[src/rtl/phy_cr_pkg.sv]
package phy_cr_pkg;

  typedef enum logic [2:0] {
    ST_IDLE,
    ST_SEL,
    ST_ADDR,
    ST_DATA,
    ST_ENA,
    ST_RISE,
    ST_FALL
  } cr_state_e;

  // Cause code: bit 1 = write transaction, bit 0 = waiting for the falling edge
  function automatic logic [1:0] mk_cause(input logic is_write, input logic is_fall);
    return {is_write, is_fall};
  endfunction

endpackage

[src/rtl/phy_cr_poll_timer.sv]
module phy_cr_poll_timer #(
  parameter int GAP   = 16,
  parameter int LIMIT = 10
) (
  input  logic clk,
  input  logic rst,
  input  logic start,
  input  logic run,
  output logic sample,
  output logic last
);
  localparam int GW = $clog2(GAP + 1);
  localparam int PW = $clog2(LIMIT + 1);

  logic [GW-1:0] gap_q;
  logic [PW-1:0] polls_q;

  always_ff @(posedge clk) begin
    if (rst || start) begin
      gap_q   <= GW'(GAP - 1);
      polls_q <= '0;
    end else if (run) begin
      if (gap_q == '0) begin
        gap_q <= GW'(GAP - 1);
        if (polls_q != PW'(LIMIT)) polls_q <= polls_q + 1'b1;
      end else begin
        gap_q <= gap_q - 1'b1;
      end
    end
  end

  assign sample = run && (gap_q == '0);
  assign last   = (polls_q >= PW'(LIMIT - 1));

endmodule

[src/rtl/phy_cr_port_mux.sv]
module phy_cr_port_mux #(
  parameter int NUM_PHY = 2,
  parameter int DATA_W  = 16,
  localparam int PHY_W  = (NUM_PHY > 1) ? $clog2(NUM_PHY) : 1
) (
  input  logic [PHY_W-1:0]          idx,
  input  logic [NUM_PHY-1:0]        ack_vec,
  input  logic [NUM_PHY*DATA_W-1:0] rdata_flat,
  output logic                      ack,
  output logic [DATA_W-1:0]         rdata
);
  logic [DATA_W-1:0] rd_arr [NUM_PHY];

  for (genvar i = 0; i < NUM_PHY; i++) begin : g_lane
    assign rd_arr[i] = rdata_flat[i*DATA_W +: DATA_W];
  end

  assign ack   = ack_vec[idx];
  assign rdata = rd_arr[idx];

endmodule

[src/rtl/phy_cr_master.sv]
module phy_cr_master
  import phy_cr_pkg::*;
#(
  parameter int NUM_PHY    = 2,
  parameter int ADDR_W     = 16,
  parameter int DATA_W     = 16,
  parameter int POLL_GAP   = 16,
  parameter int POLL_LIMIT = 10,
  localparam int PHY_W     = (NUM_PHY > 1) ? $clog2(NUM_PHY) : 1
) (
  input  logic                      clk,
  input  logic                      rst,
  input  logic                      cmd_valid,
  output logic                      cmd_ready,
  input  logic                      cmd_write,
  input  logic [PHY_W-1:0]          cmd_phy,
  input  logic [ADDR_W-1:0]         cmd_addr,
  input  logic [DATA_W-1:0]         cmd_wdata,
  output logic                      rsp_done,
  output logic [DATA_W-1:0]         rsp_rdata,
  output logic                      rsp_timeout,
  output logic [1:0]                rsp_cause,
  output logic [NUM_PHY-1:0]        phy_sel,
  output logic [ADDR_W-1:0]         phy_addr,
  output logic [DATA_W-1:0]         phy_wdata,
  output logic [NUM_PHY-1:0]        phy_wr_en,
  output logic [NUM_PHY-1:0]        phy_rd_en,
  input  logic [NUM_PHY-1:0]        phy_ack,
  input  logic [NUM_PHY*DATA_W-1:0] phy_rdata
);

  cr_state_e         state_q;
  logic              wr_q;
  logic [PHY_W-1:0]  phy_q;
  logic [ADDR_W-1:0] addr_q;
  logic [DATA_W-1:0] wdata_q;

  logic              ack_cur;
  logic [DATA_W-1:0] rdata_cur;
  logic              accept;
  logic              tmr_start, tmr_run, tick, last_poll;

  phy_cr_port_mux #(
    .NUM_PHY (NUM_PHY),
    .DATA_W  (DATA_W)
  ) mux_i (
    .idx        (phy_q),
    .ack_vec    (phy_ack),
    .rdata_flat (phy_rdata),
    .ack        (ack_cur),
    .rdata      (rdata_cur)
  );

  assign accept    = cmd_valid && (state_q == ST_IDLE);
  assign tmr_run   = (state_q == ST_SEL) || (state_q == ST_RISE) || (state_q == ST_FALL);
  assign tmr_start = (accept && !phy_sel[cmd_phy])
                   || (state_q == ST_ENA)
                   || ((state_q == ST_RISE) && tick && ack_cur);

  phy_cr_poll_timer #(
    .GAP   (POLL_GAP),
    .LIMIT (POLL_LIMIT)
  ) tmr_i (
    .clk    (clk),
    .rst    (rst),
    .start  (tmr_start),
    .run    (tmr_run),
    .sample (tick),
    .last   (last_poll)
  );

  assign cmd_ready = (state_q == ST_IDLE);

  always_ff @(posedge clk) begin
    if (rst) begin
      state_q     <= ST_IDLE;
      wr_q        <= 1'b0;
      phy_q       <= '0;
      addr_q      <= '0;
      wdata_q     <= '0;
      rsp_done    <= 1'b0;
      rsp_rdata   <= '0;
      rsp_timeout <= 1'b0;
      rsp_cause   <= 2'b00;
      phy_sel     <= '0;
      phy_addr    <= '0;
      phy_wdata   <= '0;
      phy_wr_en   <= '0;
      phy_rd_en   <= '0;
    end else begin
      rsp_done <= 1'b0;
      unique case (state_q)
        ST_IDLE: begin
          if (accept) begin
            wr_q        <= cmd_write;
            phy_q       <= cmd_phy;
            addr_q      <= cmd_addr;
            wdata_q     <= cmd_wdata;
            rsp_timeout <= 1'b0;
            rsp_cause   <= 2'b00;
            if (phy_sel[cmd_phy]) begin
              state_q <= ST_ADDR;
            end else begin
              phy_sel[cmd_phy] <= 1'b1;
              state_q          <= ST_SEL;
            end
          end
        end
        ST_SEL: begin
          if (tick) state_q <= ST_ADDR;
        end
        ST_ADDR: begin
          phy_addr <= addr_q;
          state_q  <= wr_q ? ST_DATA : ST_ENA;
        end
        ST_DATA: begin
          phy_wdata <= wdata_q;
          state_q   <= ST_ENA;
        end
        ST_ENA: begin
          if (wr_q) phy_wr_en[phy_q] <= 1'b1;
          else      phy_rd_en[phy_q] <= 1'b1;
          state_q <= ST_RISE;
        end
        ST_RISE: begin
          if (tick) begin
            if (ack_cur) begin
              if (!wr_q) rsp_rdata <= rdata_cur;
              phy_wr_en <= '0;
              phy_rd_en <= '0;
              state_q   <= ST_FALL;
            end else if (last_poll) begin
              phy_wr_en   <= '0;
              phy_rd_en   <= '0;
              rsp_timeout <= 1'b1;
              rsp_cause   <= mk_cause(wr_q, 1'b0);
              rsp_done    <= 1'b1;
              state_q     <= ST_IDLE;
            end
          end
        end
        ST_FALL: begin
          if (tick) begin
            if (!ack_cur) begin
              rsp_done <= 1'b1;
              state_q  <= ST_IDLE;
            end else if (last_poll) begin
              rsp_timeout <= 1'b1;
              rsp_cause   <= mk_cause(wr_q, 1'b1);
              rsp_done    <= 1'b1;
              state_q     <= ST_IDLE;
            end
          end
        end
        default: state_q <= ST_IDLE;
      endcase
    end
  end

endmodule

[config.mk]
export PLATFORM = sky130hd
export DESIGN_NAME = phy_cr_master
export DESIGN_NICKNAME = d
export VERILOG_FILES = /design/src/rtl/phy_cr_pkg.sv /design/src/rtl/phy_cr_poll_timer.sv /design/src/rtl/phy_cr_port_mux.sv /design/src/rtl/phy_cr_master.sv
export SDC_FILE = /design/constraint.sdc
export NUM_CORES = 1
export LEC_CHECK = 0
export ABC_AREA = 1
export BUFFER_PORTS_ARGS = -buffer_cell sky130_fd_sc_hd__buf_2
export CORE_MARGIN = 8
export CORE_UTILIZATION = 35
export CTS_BUF_LIST = sky130_fd_sc_hd__clkbuf_2
export CTS_CLUSTER_DIAMETER = 120
export DETAILED_ROUTE_END_ITERATION = 8
export PLACE_DENSITY = 0.61
export SLEW_MARGIN = 5
export SYNTH_ARGS = -nofsm -noshare
export SYNTH_HDL_FRONTEND = slang
export SYNTH_SLANG_ARGS = --single-unit
[constraint.sdc]
create_clock -name clk -period 2.2 [get_ports clk]
set_input_delay 0.22 -clock clk [delete_from_list [all_inputs] [get_ports clk]]
set_output_delay 0.22 -clock clk [all_outputs]
set_load 0.05 [all_outputs]
**Word level (Yosys, flattened, before mapping)**

Index checks and enable logic that the tools add are counted.

- Reduce and logical (&&, ||, !) cells: 26
- Bitwise operators: 6
- Equal/unequal tests: 18
- $add $sub $neg: 2
- Multiplexer cells: 50
- Magnitude comparators: 6

Operators with widths:

| cell | count |
|---|---|
| $mux 16 | 3 |
| $mux 2 | 13 |
| $mux 3 | 8 |
| $pmux 3 s7 | 1 |
| $ne 2x2->1 const B | 9 |
| $mux 1 | 17 |
| $reduce_and 4->1 | 4 |
| $eq 3x3->1 const B | 3 |
| $pmux 2 s2 | 2 |
| $reduce_and 8->1 | 1 |
| $logic_and 1x1->1 | 7 |
| $eq 3x2->1 const B | 2 |
| $or 2x2->2 | 3 |
| $pmux 2 s3 | 1 |
| $reduce_and 3->1 | 2 |
| $reduce_and 6->1 | 1 |
| $logic_not 5->1 | 1 |
| $logic_or 1x1->1 | 5 |
| $mux 5 | 1 |
| $sub 5x1->5 const B | 1 |
| $add 4x1->4 const B | 1 |
| $ge 4x4->1 const B | 1 |
| $lt 1x2->1 const B | 2 |
| $ne 4x4->1 const B | 1 |
| 15 further kinds | 18 |

- Bits of input ports: 71
- Output and inout bits: 59
- Word-level logic and storage cells: 124
- Bits in registers: 104

**Logic depth before layout (Yosys ltp)**

- Depth in word-level cells: 8
- Depth in mapped cells: 13

**By module**

Synthesis repeated with hierarchy kept, for this count alone.

- Cell total of the unflattened synthesis: 588
- Area, all modules: 4400.5 µm²

Modules (own cells, without submodules):

| module | times used | cells each | area each (µm²) |
|---|---|---|---|
| phy_cr_master | 1 | 462 | 3589.7 |
| phy_cr_poll_timer | 1 | 71 | 555.5 |
| phy_cr_port_mux | 1 | 55 | 255.2 |

**Worst setup path after synthesis**

No wires, ideal clock.

- Path type: flip-flop to flip-flop
- Start: reg state_q[2]
- End: reg tmr_i.polls_q[1]
- Period minus slack after synthesis: 1687 ps
- Data required time: 2084 ps
- Buffers on the path: 1
- Slack: 513 ps
- Stages on the path, launching flop included: 10
- Data arrival time: 1571 ps
- Cell sequence: dfxtp_1 buf_2 inv_1 nand2_1 inv_1 nand2_2 o21ai_1 nor2_4 o211ai_1 inv_1

- Elaborated cells between the ends (all ways): 16
- Those cells by class: eq/ne: 4; reduce/logical: 12

RTL lines:

| item | line | RTL |
|---|---|---|
| from (decl) | phy_cr_master.sv:32 | `cr_state_e state_q;` |
| from (signal assigned) | phy_cr_master.sv:114 | `state_q <= wr_q ? ST_DATA : ST_ENA;` |
| $logic_not 3->1 | -- |  |
| net cmd_ready | phy_cr_master.sv:14 | `output logic cmd_ready,` |
| $logic_and 1x1->1 | phy_cr_master.sv:54 | `assign accept = cmd_valid && (state_q == ST_IDLE);` |
| $logic_and 1x1->1 | phy_cr_master.sv:56 | `assign tmr_start = (accept && !phy_sel[cmd_phy])` |
| $logic_or 1x1->1 | phy_cr_master.sv:57 | `\|\| (state_q == ST_ENA)` |
| $logic_or 1x1->1 | phy_cr_master.sv:58 | `\|\| ((state_q == ST_RISE) && tick && ack_cur);` |
| $logic_or 1x1->1 | phy_cr_poll_timer.sv:19 | `if (rst \|\| start) begin` |
| to (signal assigned) | phy_cr_poll_timer.sv:25 | `if (polls_q != PW'(LIMIT)) polls_q <= polls_q + 1'b1;` |
| to (decl) | phy_cr_poll_timer.sv:16 | `logic [PW-1:0] polls_q;` |

The timed path passes the listed nets, and every way through them passes these cells.
A chain may end at the register's enable or synchronous reset.

**Worst setup path after layout**

- Start: reg state_q[2]
- End: out cmd_ready

- Cells in the longest elaborated chain, start to end: 1

RTL lines:

| item | line | RTL |
|---|---|---|
| $logic_not 3->1 | phy_cr_master.sv:72 | `assign cmd_ready = (state_q == ST_IDLE);` |
| to (decl) | phy_cr_master.sv:14 |  |

Every way passes these cells.

==> results_dict.tcl <==
set metrics [dict create \
    synthesis.instances 593 \
    p_switching_w 0.00208 \
    cellLeakagePower_nw 2.91 \
    p_int_w 0.00310 \
    peakVddDrop_v 0.000594 \
    clockPowerShare 0.193 \
    max_cap_violations 0 \
    finClkSkew_ns 0.0230 \
    firstDrtPassIters 6 \
    crit_arrival_ns 1.77 \
    clock-sinks 104 \
    syn_nets 670 \
    vias_per_cell 4.62 \
    crit_type "reg -> out" \
    ys_ff_latch 104 \
    cts_buffer_depth 2 \
    ant_nets 0 \
    wl_per_cell_um 13.6 \
    placed_area_um2 5140 \
    cts_root_buf "clkbuf_2" \
    vias 4410 \
    post-route-period-util 0.907 \
    swShare 0.402 \
    syn_to_final_growth_pct 37.1 \
    hold_path_class "in -> reg" \
    placementRows 40 \
    numCtsBuffers 9 \
    grt.busiest_layer "met2" \
    nets 859 \
    power_density_nw_per_um2 874 \
    setup_ws_ns 0.205 \
    grt_start_max_net_pins 38 \
    cp_max_fo 8 \
    grt_usage 0.161 \
    start_kind "register" \
    outcome "finished, final reports clean" \
    die_h_um 127 \
    start_util 0.359 \
    ctsResizeCount 0 \
    maxClockFrequency_ghz 0.501 \
    post-cts-setup-buffer-count 0 \
    die_area_um2 16200 \
    gr-total-overflow 0 \
    grt_pass1_wl_um 21400 \
    ys_warn_count 0 \
    io_pins 130 \
    critical_path.cell_chain "inv_1, nand2_1, inv_1, buf_2" \
    clk_pin_slew_ns 0.26 \
    rsz0062_at_grt "false" \
    port_buffers 129 \
    cp.required_ns 1.98 \
    initialDrtViolationCount 202 \
    synth_cell_types 27 \
    critPathMaxStageDelay_ns 0.56 \
    dp_hpwl_um 8490 \
    syn_area_per_cell_um2 7.30 \
    cpLargestDelayFamily "flip-flops" \
    worst_pin_slew_ns 0.552 \
    routed_wl_um 12900 \
    cp_common_cell "inv_1" \
    gr-usage-met1 0.185 \
    seq_area_frac_synth 0.481 \
    htreeDepth 3 \
    antenna_cells 0 \
    power.total_w 0.00518 \
    gp_congestion 0.909 \
    coreArea_um2 12100 \
    grt_pass1_vias 4371 \
    cp_slowest_cell "dfxtp_1" \
    hold_viol 0 \
    slew-limit-headroom 0.631 \
    tns_ns 0 \
    cp-end-kind "output port" \
    path_buf_inv 3 \
    finalCriticalPeriod_ns 1.99 \
    mostFrequentLayoutCells "129 x buf_2, 127 x nor2_1, 104 x dfxtp_1, 100 x nand2_1, 71 x o21ai_0" \
    use_met2 0.276 \
    place_ws_ns 0.353 \
    clock_latency_ns 0.59 \
    cts_tree "built" \
    grt_use_met3 0.0549 \
    final_area_um2 5930 \
    setup_viol 0 \
    comb_power_share 0.346 \
    grt_antenna_before_repair 0 \
    final_common_cell "buf_2" \
    synth_area_um2 4330 \
    pwr-share-seq 0.460 \
    die_w_um 127 \
    drive_gt1_frac 0.215 \
    drc 0 \
    maxSlewViolCount 0 \
]
==> worst paths after layout <==
kind	depth (start not counted)	start	slack (ns)	end
min	6	phy_ack[0]	0.11	rsp_done
max reg2reg	12	tmr_i.gap_q[0]	0.34	rsp_rdata[3]
max	4	state_q[2]	0.21	cmd_ready
min reg2reg	2	rsp_timeout	0.46	rsp_timeout
==> area by class of cell <==
class	instances	area, um2
fillers	1182	6130
flip-flops and latches	104	2080
multi-input cells	406	1900
repair buffers	207	1410
well taps	168	210
inverters	54	204
clock inverters	6	82.6
clock buffers	9	45.0
==> state kept, by name (all words and copies together) (netlist names) <==
| register | flops |
|---|---|
| addr_q | 16 |
| phy_addr | 16 |
| phy_wdata | 16 |
| rsp_rdata | 16 |
| wdata_q | 16 |
| tmr_i.gap_q | 5 |
| tmr_i.polls_q | 4 |
| state_q | 3 |
| phy_rd_en | 2 |
| phy_sel | 2 |
| phy_wr_en | 2 |
| rsp_cause | 2 |
| phy_q | 1 |
| rsp_done | 1 |
| rsp_timeout | 1 |
| wr_q | 1 |
==> cell usage after synthesis, drive strengths merged <==
cell	n	area [um2]
o21ai	72	360
nand3	39	225
clkinv	3	12.5
dfxtp	104	2080
nand2	104	415
clkbuf	15	56.3
o211ai	4	30.0
nor3	1	16.3
a21oi	38	190
nor2	129	494
nand4	7	43.8
xor2	2	17.5
o21a	2	15.0
xnor2	1	8.76
inv	51	191
ha	6	75.1
buf	14	87.6
a211oi	1	7.51
==> cells by family (layout without fill, tap and decap cells) <==
group / count (synthesis) / count (layout) / share of synthesized area
and+or+nand+nor: 280 / 280 / 0.276
adders and majority gates: 6 / 6 / 0.0173
AOI/OAI and AO/OA: 117 / 117 / 0.139
DFF: 104 / 104 / 0.481
xor gates and xnor gates: 3 / 3 / 0.00607
buffers and inverters: 83 / 276 / 0.0803
==> stage by stage <==
stage / hold WS (ns) / instances / utilization
after floorplan: 0.289 / 593 / -
after global placement: 0.434 / 872 / 0.426
after detailed placement: 0.436 / 872 / 0.426
after CTS: 0.0213 / 954 / 0.492
after global routing: 0.0678 / 954 / 0.492
final: 0.109 / 954 / 0.492
==> tightest hold or removal path: stages <==
cell	delay (ns)
buf_2	0.10
inv_1	0.04
nand2_1	0.05
nand2_1	0.10
nand2_1	0.10
a21oi_1	0.08
==> power groups by stage <==
stage | clock (W) | combinational (W) | sequential (W)
2_1_floorplan | 0 | 0.000888 | 0.00275
3_3_place_gp | 0 | 0.00167 | 0.00241
3_5_place_dp | 0 | 0.00170 | 0.00242
4_1_cts | 0.00106 | 0.00180 | 0.00238
5_1_grt | 0.00112 | 0.00199 | 0.00243
6_report | 0.00100 | 0.00180 | 0.00239
==> per-layer routing <==
layer,part of all wire,up-vias
li1,-,2263
met3,0.069,20
met1,0.43,1973
met2,0.48,154
met4,0.018,0
met5,0,-
==> timing repair <==
item,in CTS,in global routing
endpoints found under the setup margin,0,0
endpoints found under the hold margin,55,0
hold buffers,67,0
No activity file was read; power rests on OpenSTA's default activity.
